`config.mk`:
```
export PLATFORM = sky130hd
export DESIGN_NAME = stkc_top
export DESIGN_NICKNAME = d
export VERILOG_FILES = /design/src/rtl/stkc_pkg.sv /design/src/rtl/stkc_ptr.sv /design/src/rtl/stkc_seq.sv /design/src/rtl/stkc_top.sv
export SDC_FILE = /design/constraint.sdc
export NUM_CORES = 1
export LEC_CHECK = 0
export ABC_AREA = 1
export BUFFER_PORTS_ARGS = -buffer_cell sky130_fd_sc_hd__buf_2
export CAP_MARGIN = 0
export CORE_MARGIN = 3
export CORE_UTILIZATION = 53
export CTS_BUF_LIST = sky130_fd_sc_hd__clkbuf_16
export DETAILED_ROUTE_END_ITERATION = 8
export GPL_TIMING_DRIVEN = 0
export PLACE_DENSITY_LB_ADDON = 0.3
export SLEW_MARGIN = 20
export SYNTH_ARGS = -nofsm -noshare
export SYNTH_HDL_FRONTEND = slang
export SYNTH_SLANG_ARGS = --single-unit
```
`constraint.sdc`:
```
create_clock -name clk -period 3.2 [get_ports clk]
set_input_delay 0.32 -clock clk [delete_from_list [all_inputs] [get_ports clk]]
set_output_delay 0.32 -clock clk [all_outputs]
set_load 0.01 [all_outputs]
```
`src/rtl/stkc_pkg.sv`:
```
package stkc_pkg;
   typedef enum logic [1:0] {
      SQ_IDLE = 2'd0,
      SQ_CALL = 2'd1,
      SQ_RET  = 2'd2
   } seq_state_e;
endpackage

```
`src/rtl/stkc_ptr.sv`:
```
module stkc_ptr #(
   parameter int             AW  = 8,
   parameter logic [AW-1:0]  RST = 8'h07
) (
   input  logic          clk,
   input  logic          rst_n,
   input  logic          inc,
   input  logic          dec,
   input  logic          load,
   input  logic [AW-1:0] load_val,
   output logic [AW-1:0] sp
);
   localparam logic [AW-1:0] ONE = AW'(1);

   always_ff @(posedge clk) begin
      if (!rst_n)     sp <= RST;
      else if (load)  sp <= load_val;
      else if (inc)   sp <= sp + ONE;
      else if (dec)   sp <= sp - ONE;
   end

   AST_INC_STEP: assert property (@(posedge clk) disable iff (!rst_n)
      (inc && !load) |=> (sp == $past(sp) + ONE));
   AST_DEC_STEP: assert property (@(posedge clk) disable iff (!rst_n)
      (dec && !load) |=> (sp == $past(sp) - ONE));
   AST_LOAD_WINS: assert property (@(posedge clk) disable iff (!rst_n)
      load |=> (sp == $past(load_val)));
   AST_ONE_STEP: assert property (@(posedge clk) disable iff (!rst_n)
      !(inc && dec));
endmodule

```
`src/rtl/stkc_seq.sv`:
```
module stkc_seq
   import stkc_pkg::*;
#(
   parameter int DW  = 8,
   parameter int AW  = 8,
   parameter int PCW = 16
) (
   input  logic           clk,
   input  logic           rst_n,
   input  logic           call_req,
   input  logic           ret_req,
   input  logic           reti_req,
   input  logic           push_req,
   input  logic           pop_req,
   input  logic [DW-1:0]  push_data,
   input  logic [PCW-1:0] call_pc,
   input  logic [AW-1:0]  sp,
   input  logic [DW-1:0]  ram_rdata,
   output logic           inc,
   output logic           dec,
   output logic [AW-1:0]  ram_addr,
   output logic           ram_we,
   output logic [DW-1:0]  ram_wdata,
   output logic [DW-1:0]  pop_data,
   output logic           pop_valid,
   output logic [PCW-1:0] ret_pc,
   output logic           ret_valid,
   output logic           reti_done,
   output logic           busy
);
   localparam int            NB   = PCW / DW;
   localparam int            CW   = (NB > 2) ? $clog2(NB) : 1;
   localparam logic [CW-1:0] LAST = CW'(NB - 1);
   localparam logic [AW-1:0] ONE  = AW'(1);

   seq_state_e     state;
   logic [CW-1:0]  cnt;
   logic [PCW-1:0] pc_sh;
   logic [PCW-1:0] acc;
   logic           is_reti;
   logic           take_call, take_ret, take_push, take_pop;
   logic           last;

   assign last = (cnt == LAST);
   assign busy = (state != SQ_IDLE);

   always_comb begin
      inc       = 1'b0;
      dec       = 1'b0;
      ram_we    = 1'b0;
      ram_wdata = '0;
      ram_addr  = sp;
      take_call = 1'b0;
      take_ret  = 1'b0;
      take_push = 1'b0;
      take_pop  = 1'b0;
      case (state)
         SQ_CALL: begin
            inc       = 1'b1;
            ram_we    = 1'b1;
            ram_addr  = sp + ONE;
            ram_wdata = pc_sh[DW-1:0];
         end
         SQ_RET: dec = 1'b1;
         default: begin
            if (call_req)                 take_call = 1'b1;
            else if (reti_req || ret_req) take_ret  = 1'b1;
            else if (push_req)            take_push = 1'b1;
            else if (pop_req)             take_pop  = 1'b1;
            if (take_call || take_push) begin
               inc       = 1'b1;
               ram_we    = 1'b1;
               ram_addr  = sp + ONE;
               ram_wdata = take_call ? call_pc[DW-1:0] : push_data;
            end
            if (take_ret || take_pop) dec = 1'b1;
         end
      endcase
   end

   always_ff @(posedge clk) begin
      if (!rst_n) begin
         state     <= SQ_IDLE;
         cnt       <= '0;
         pc_sh     <= '0;
         acc       <= '0;
         is_reti   <= 1'b0;
         pop_data  <= '0;
         pop_valid <= 1'b0;
         ret_pc    <= '0;
         ret_valid <= 1'b0;
         reti_done <= 1'b0;
      end else begin
         pop_valid <= 1'b0;
         ret_valid <= 1'b0;
         reti_done <= 1'b0;
         case (state)
            SQ_CALL: begin
               pc_sh <= pc_sh >> DW;
               cnt   <= cnt + 1'b1;
               if (last) state <= SQ_IDLE;
            end
            SQ_RET: begin
               acc <= {acc[PCW-DW-1:0], ram_rdata};
               cnt <= cnt + 1'b1;
               if (last) begin
                  state     <= SQ_IDLE;
                  ret_pc    <= {acc[PCW-DW-1:0], ram_rdata};
                  ret_valid <= 1'b1;
                  reti_done <= is_reti;
               end
            end
            default: begin
               if (take_call) begin
                  state <= SQ_CALL;
                  cnt   <= CW'(1);
                  pc_sh <= call_pc >> DW;
               end
               if (take_ret) begin
                  state   <= SQ_RET;
                  cnt     <= CW'(1);
                  acc     <= {{(PCW-DW){1'b0}}, ram_rdata};
                  is_reti <= reti_req;
               end
               if (take_pop) begin
                  pop_data  <= ram_rdata;
                  pop_valid <= 1'b1;
               end
            end
         endcase
      end
   end

   AST_CALL_LO_FIRST: assert property (@(posedge clk) disable iff (!rst_n)
      (!busy && call_req) |-> (ram_we && ram_wdata == call_pc[DW-1:0]));
   AST_RET_AFTER_BUSY: assert property (@(posedge clk) disable iff (!rst_n)
      ret_valid |-> (!busy && $past(busy)));
   AST_RETI_WITH_RET: assert property (@(posedge clk) disable iff (!rst_n)
      reti_done |-> ret_valid);
   AST_RETI_ONE: assert property (@(posedge clk) disable iff (!rst_n)
      reti_done |=> !reti_done);
   AST_BUSY_NO_POP: assert property (@(posedge clk) disable iff (!rst_n)
      busy |=> !pop_valid);
endmodule

```
`src/rtl/stkc_top.sv`:
```
module stkc_top #(
   parameter int            DW          = 8,
   parameter int            PCW         = 16,
   parameter int            SFRW        = 8,
   parameter logic [7:0]    SP_RESET    = 8'h07,
   parameter logic [SFRW-1:0] SFR_SP_ADDR = 8'h81,
   parameter bit            SFR_RD_REG  = 1'b0
) (
   input  logic            clk,
   input  logic            rst_n,
   input  logic [SFRW-1:0] sfr_addr,
   input  logic            sfr_wr,
   input  logic [DW-1:0]   sfr_wdata,
   output logic [DW-1:0]   sfr_rdata,
   input  logic            push_req,
   input  logic [DW-1:0]   push_data,
   input  logic            pop_req,
   output logic [DW-1:0]   pop_data,
   output logic            pop_valid,
   input  logic            call_req,
   input  logic [PCW-1:0]  call_pc,
   input  logic            ret_req,
   input  logic            reti_req,
   output logic [PCW-1:0]  ret_pc,
   output logic            ret_valid,
   output logic            reti_done,
   output logic            busy,
   output logic [DW-1:0]   ram_addr,
   output logic            ram_we,
   output logic [DW-1:0]   ram_wdata,
   input  logic [DW-1:0]   ram_rdata
);
   localparam int AW = DW;

   initial begin
      if ((PCW % DW) != 0 || (PCW / DW) < 2)
         $fatal(1, "stkc_top: PCW must be a multiple of DW of at least two bytes");
      if (DW < 2)
         $fatal(1, "stkc_top: DW too small");
   end

   logic [AW-1:0] sp;
   logic          inc, dec, sp_sel, load;

   assign sp_sel = (sfr_addr == SFR_SP_ADDR);
   assign load   = sfr_wr && sp_sel;

   stkc_ptr #(.AW(AW), .RST(AW'(SP_RESET))) u_ptr (
      .clk(clk), .rst_n(rst_n), .inc(inc), .dec(dec),
      .load(load), .load_val(sfr_wdata), .sp(sp)
   );

   stkc_seq #(.DW(DW), .AW(AW), .PCW(PCW)) u_seq (
      .clk(clk), .rst_n(rst_n),
      .call_req(call_req), .ret_req(ret_req), .reti_req(reti_req),
      .push_req(push_req), .pop_req(pop_req), .push_data(push_data),
      .call_pc(call_pc), .sp(sp), .ram_rdata(ram_rdata),
      .inc(inc), .dec(dec), .ram_addr(ram_addr), .ram_we(ram_we),
      .ram_wdata(ram_wdata), .pop_data(pop_data), .pop_valid(pop_valid),
      .ret_pc(ret_pc), .ret_valid(ret_valid), .reti_done(reti_done),
      .busy(busy)
   );

   generate
      if (SFR_RD_REG) begin : g_rd_reg
         always_ff @(posedge clk) begin
            if (!rst_n) sfr_rdata <= '0;
            else        sfr_rdata <= sp_sel ? sp : '0;
         end
      end else begin : g_rd_comb
         assign sfr_rdata = sp_sel ? sp : '0;
      end
   endgenerate

   AST_RESET_PTR: assert property (@(posedge clk)
      !rst_n |=> (!busy && !ram_we && !pop_valid && !ret_valid));
   AST_WRAP_INC: assert property (@(posedge clk) disable iff (!rst_n)
      (ram_we && sp == '1) |-> (ram_addr == '0));
endmodule

```
Word level (Yosys, flattened, before mapping) --
Cells that the tools add are included.
Cells by class: multiply operators 0, add/sub/neg operators 3, div/mod/pow operators 0, shifts and indexed selects 0, reduce and logical (&&, ||, !) cells 19, magnitude comparators 0, eq/ne operators 4, mux-type cells 43, bitwise logic cells 4
Operators by type and width (count):
- $mux W8 | 8
- $pmux W8 S2 | 3
- $pmux W16 S2 | 1
- $mux W1 | 24
- $mux W16 | 1
- $reduce_and A2 Y1 | 7
- $add A8 B1 Y8 const B | 1
- $eq A8 B8 Y1 const B | 1
- $mux W2 | 4
- $sub A8 B1 Y8 const B | 1
- $reduce_bool A2 Y1 | 3
- $reduce_bool A3 Y1 | 2
- $not A1 Y1 | 4
- $pmux W1 S2 | 2
- $logic_or A1 B1 Y1 | 3
- $reduce_and A3 Y1 | 1
- $reduce_or A3 Y1 | 1
- $eq A2 B1 Y1 const B | 1
- $eq A2 B2 Y1 const B | 1
- $ne A2 B1 Y1 const B | 1
- $reduce_or A2 Y1 | 1
- $add A1 B1 Y1 const B | 1
- $logic_and A1 B1 Y1 | 1
Word-level totals: bits of input ports 56, latch bits 0, bits in writable memories 0, bits in registers 63, memories 0, ROM bits 0

Longest topological paths before layout --
word-level depth 11, gate-level depth with buffers 13, depth with buffers taken out 13

By module --
Synthesis repeated with hierarchy kept, for this count alone.
Second synthesis, totals: cell total of the unflattened synthesis 497, area, all modules 3216.8 um2
By module, submodules not included:
- stkc_seq | seq. area each 940.9 um2, cells each 364, area each 2417.3 um2, times used 1
- stkc_ptr | seq. area each 160.2 um2, cells each 102, area each 680.7 um2, times used 1
- stkc_top | seq. area each 0.0 um2, cells each 31, area each 118.9 um2, times used 1

Least setup slack after synthesis --
Ideal clock, no wire load.
path kind register -> output, start point reg u_seq.state[0], end point out ram_addr[0], cell stages (with the launch flop) 9, arrival 1498 ps, slack 1382 ps, path buffers 1, path through dfxtp_1 inv_1 ha_1 inv_2 nand2_2 nand3_4 buf_4 nor2_1 a21oi_1
On the way: word-level cells in the longest chain between the ends 2
Ends and longest elaborated chain:
- start, declared | line stkc_seq.sv:36 | seq_state_e state;
- start signal, assigned | line stkc_seq.sv:83 | state <= SQ_IDLE;
- start signal, assigned | line stkc_seq.sv:101 | if (last) state <= SQ_IDLE;
- start signal, assigned | line stkc_seq.sv:107 | state <= SQ_IDLE;
- $eq A2 B2 Y1 or $eq A2 B1 Y1 (tied branches) | line stkc_seq.sv:57 | case (state)
- $pmux W8 S2 * | line stkc_seq.sv:57
- end, declared | line stkc_top.sv:28 | output logic [DW-1:0] ram_addr,
Every way passes the cells marked *; elsewhere a longest branch is shown, timed or not.

Worst setup path in the final report --
start point reg u_seq.state[0], end point out ram_addr[2]
Same word-level chain as after synthesis.

==> impl_metrics.toml <==
[worst_setup_path]
crit_type = "reg2out"
crit_required_ps = 2880
crit_path_start = "u_seq.state[0]"
cp-start-kind = "register"
worstSetupEndpoint = "ram_addr[2]"
r2r-end = "u_ptr.sp[7]"
r2r_slack_ps = 1290
crit_path_max_fanout = 8
ff2ff_path_depth = 13
reg2reg_from = "u_seq.state[1]"
worst_ep_arrival_time_ps = 2080
end_kind = "output pin"

[die]
die_h_um = 79.5
coreArea_um2 = 5170
dieArea_um2 = 6310
rows = 26
die_w_um = 79.5
start_util = 0.553
ios = 109

[global_route]
grt_overflow = 0
grt.total_usage = 0.249
grt_max_degree = 18
antenna_found_initial = 0
grt_pass1_wl_um = 12700
grt_pass1_vias = 2827

[yosys]
ys_seq_area_frac = 0.385
avgSynthCellArea_um2 = 6.76
syn_inst = 423
yosysTopAreaCell = "dfxtp_1"
synth_top_area_frac = 0.385
ys_warn_count = 0
synth_nets = 484
synth.area.top_cells = "dfxtp_1 38%, nor2_1 12%, nand2_1 11%, o21ai_0 8.6%, inv_1 5.0%"
syn-cell-area_um2 = 2860
ys_seq_elements = 55
synth_cell_types = 32

[cells_and_area]
drive_gt1_frac = 0.255
num-nets-final = 598
regArea_um2 = 1100
multi_input_area_um2 = 1530
num-fill-cells = 456
area_delta_synth_final_pct = 26.9
diodes = 0

[worst_hold_path]
hold_path_class = "in2reg"

[route]
drt-total-wl_um = 7810
postRouteAntennaNets = 0
drt-vias-per-instance = 5.15
drc = 0
wl_per_cell_um = 12.9
vias = 3133
dr.pass1.iters = 5
drt-initial-drc-count = 213

[power]
power.density_nw_per_um2 = 537
p_leak_nw = 1.88
p_total_w = 0.00195
peakVddDrop_mv = 0.305

[sta]
skew_ps = 5.26
timing.fmax_mhz = 417
min_period_ps = 2400
maxSlewHeadroom = 0.587
setup_viol = 0
tightest_slew_ps = 616
rsz0062_at_grt = "false"
finalHoldViolCount = 0
post-route-period-util = 0.749
slew_violations = 0
setup-tns-final_ps = 0

[clocking]
cts_buffer_depth = 2
clk_pin_slew_ps = 70
root_buffer = "clkbuf_16"
cts_sinks = 55
h-tree-depth = 2
cts_setup_buffers = 0
cts_resized = 0
hold_buffers = 0
clock_latency_ps = 290
cts_made_buffers = 5
cts_tree = "yes"

[placed_design]
gp_congestion = 0.912
dpl.hpwl_um = 5860
io_buffers = 107

[flow_run]
max_cap_viol_count = 0

[run_status]
status = "completed"
-- state kept, by name, summed over array words and instances, names as in the netlist, 2 cells and up --
register / flops
u_seq.pc_sh: 8
u_seq.pop_data: 8
u_seq.state: 2
u_ptr.sp: 8
u_seq.acc: 8
u_seq.ret_pc: 16
-- logic make-up (layout without fill, tap and decap cells) --
| family | Yosys count | count (layout) | share of synthesized area |
|---|---|---|---|
| AO/OA/AOI/OAI | 78 | 78 | 0.143 |
| XOR/XNOR | 4 | 4 | 0.0122 |
| adder cells (fa/ha/maj) | 5 | 5 | 0.0219 |
| buffers and inverters | 56 | 171 | 0.0801 |
| flip-flops | 55 | 55 | 0.385 |
| multiplexers | 8 | 8 | 0.0280 |
| AND/OR/NAND/NOR | 217 | 217 | 0.330 |
-- worst min-delay path by stage --
| stage | startpoint | depth (start not counted) | slack [ps] | endpoint |
|---|---|---|---|---|
| after floorplan | u_seq.is_reti | 2 | 430 | u_seq.is_reti |
| after global placement | u_seq.is_reti | 2 | 450 | u_seq.is_reti |
| after detailed placement | u_seq.pc_sh[4] | 2 | 460 | u_seq.pc_sh[4] |
| after CTS | call_pc[10] | 3 | 280 | u_seq.pc_sh[2] |
| after global routing | call_pc[10] | 3 | 280 | u_seq.pc_sh[2] |
| final | call_pc[13] | 3 | 280 | u_seq.pc_sh[5] |
-- cells in the final DEF (no fill, tap or decap), drive strengths merged --
cell	netlist	final
dfxtp	55	55
ha	5	5
o211ai	3	3
buf	5	112
clkinv	1	1
nand4	3	3
clkbuf	7	12
clkinvlp	0	1
nand2	86	86
nor3b	1	1
nor2	99	99
inv	43	45
a21oi	16	16
nand3	23	23
nor3	3	3
o21ai	55	55
xor2	4	4
nor4	1	1
o22ai	3	3
a21o	1	1
mux2i	8	8
or2	1	1
-- layout make-up --
class / count / share of cell area
Buffer: 12 / 0.0162
Clock buffer: 5 / 0.0345
Clock inverter: 3 / 0.00552
Inverter: 44 / 0.0469
Multi-Input combinational cell: 312 / 0.422
Sequential cell: 55 / 0.303
Tap cell: 70 / 0.0241
Timing Repair Buffer: 107 / 0.148
-- report_power, final --
group	switching (W)	total (W)	internal, W
clock	0.000258	0.000549	0.000291
sequential	0.0000475	0.000797	0.000750
combinational	0.000377	0.000601	0.000224
-- synthesized netlist by cell type --
master and count:
o211ai_1 3, o21ai_1 5, inv_1 38, clkinv_4 1, nor4_1 1, nor2_8 1
nor2_1 95, o21ai_2 1, xor2_1 4, inv_2 5, a21oi_1 16, nand2_2 2
nor3_1 2, or2_0 1, nand3_1 21, buf_4 3, nor2_4 3, nor3_2 1
buf_2 2, nand3_2 1, o22ai_1 3, mux2i_1 8, o21ai_0 49, clkbuf_1 7
nand4_1 3, ha_1 5, nand3_4 1, dfxtp_1 55, nor3b_1 1, a21o_1 1
nand2_4 2, nand2_1 82
-- critical path: stages (launching register included) --
cell     delay [ps]
dfxtp_1         350
inv_1            70
ha_1            400
nand2_1         110
inv_2            40
o21ai_1         490
o21ai_0         160
buf_2           170
-- per-layer routing --
layer  vias up  share of wire  global-route usage
li1       1583              -                   -
met2       111           0.49               0.427
met3         9          0.060              0.0474
met1      1430           0.44               0.322
met5         -              0                   0
met4         0         0.0093              0.0619
-- metrics by stage --
stage / util / cell area, µm² / worst slack (ps) / hold slack [ps] / cells
2_1_floorplan: - / 2860 / 1380 / 434 / 423
3_3_place_gp: 0.673 / 3480 / 1150 / 447 / 600
3_5_place_dp: 0.673 / 3480 / 1130 / 455 / 600
4_1_cts: 0.702 / 3630 / 811 / 275 / 608
5_1_grt: 0.702 / 3630 / 636 / 279 / 608
6_report: 0.702 / 3630 / 803 / 275 / 608
Power figures use the tool's default switching activity.
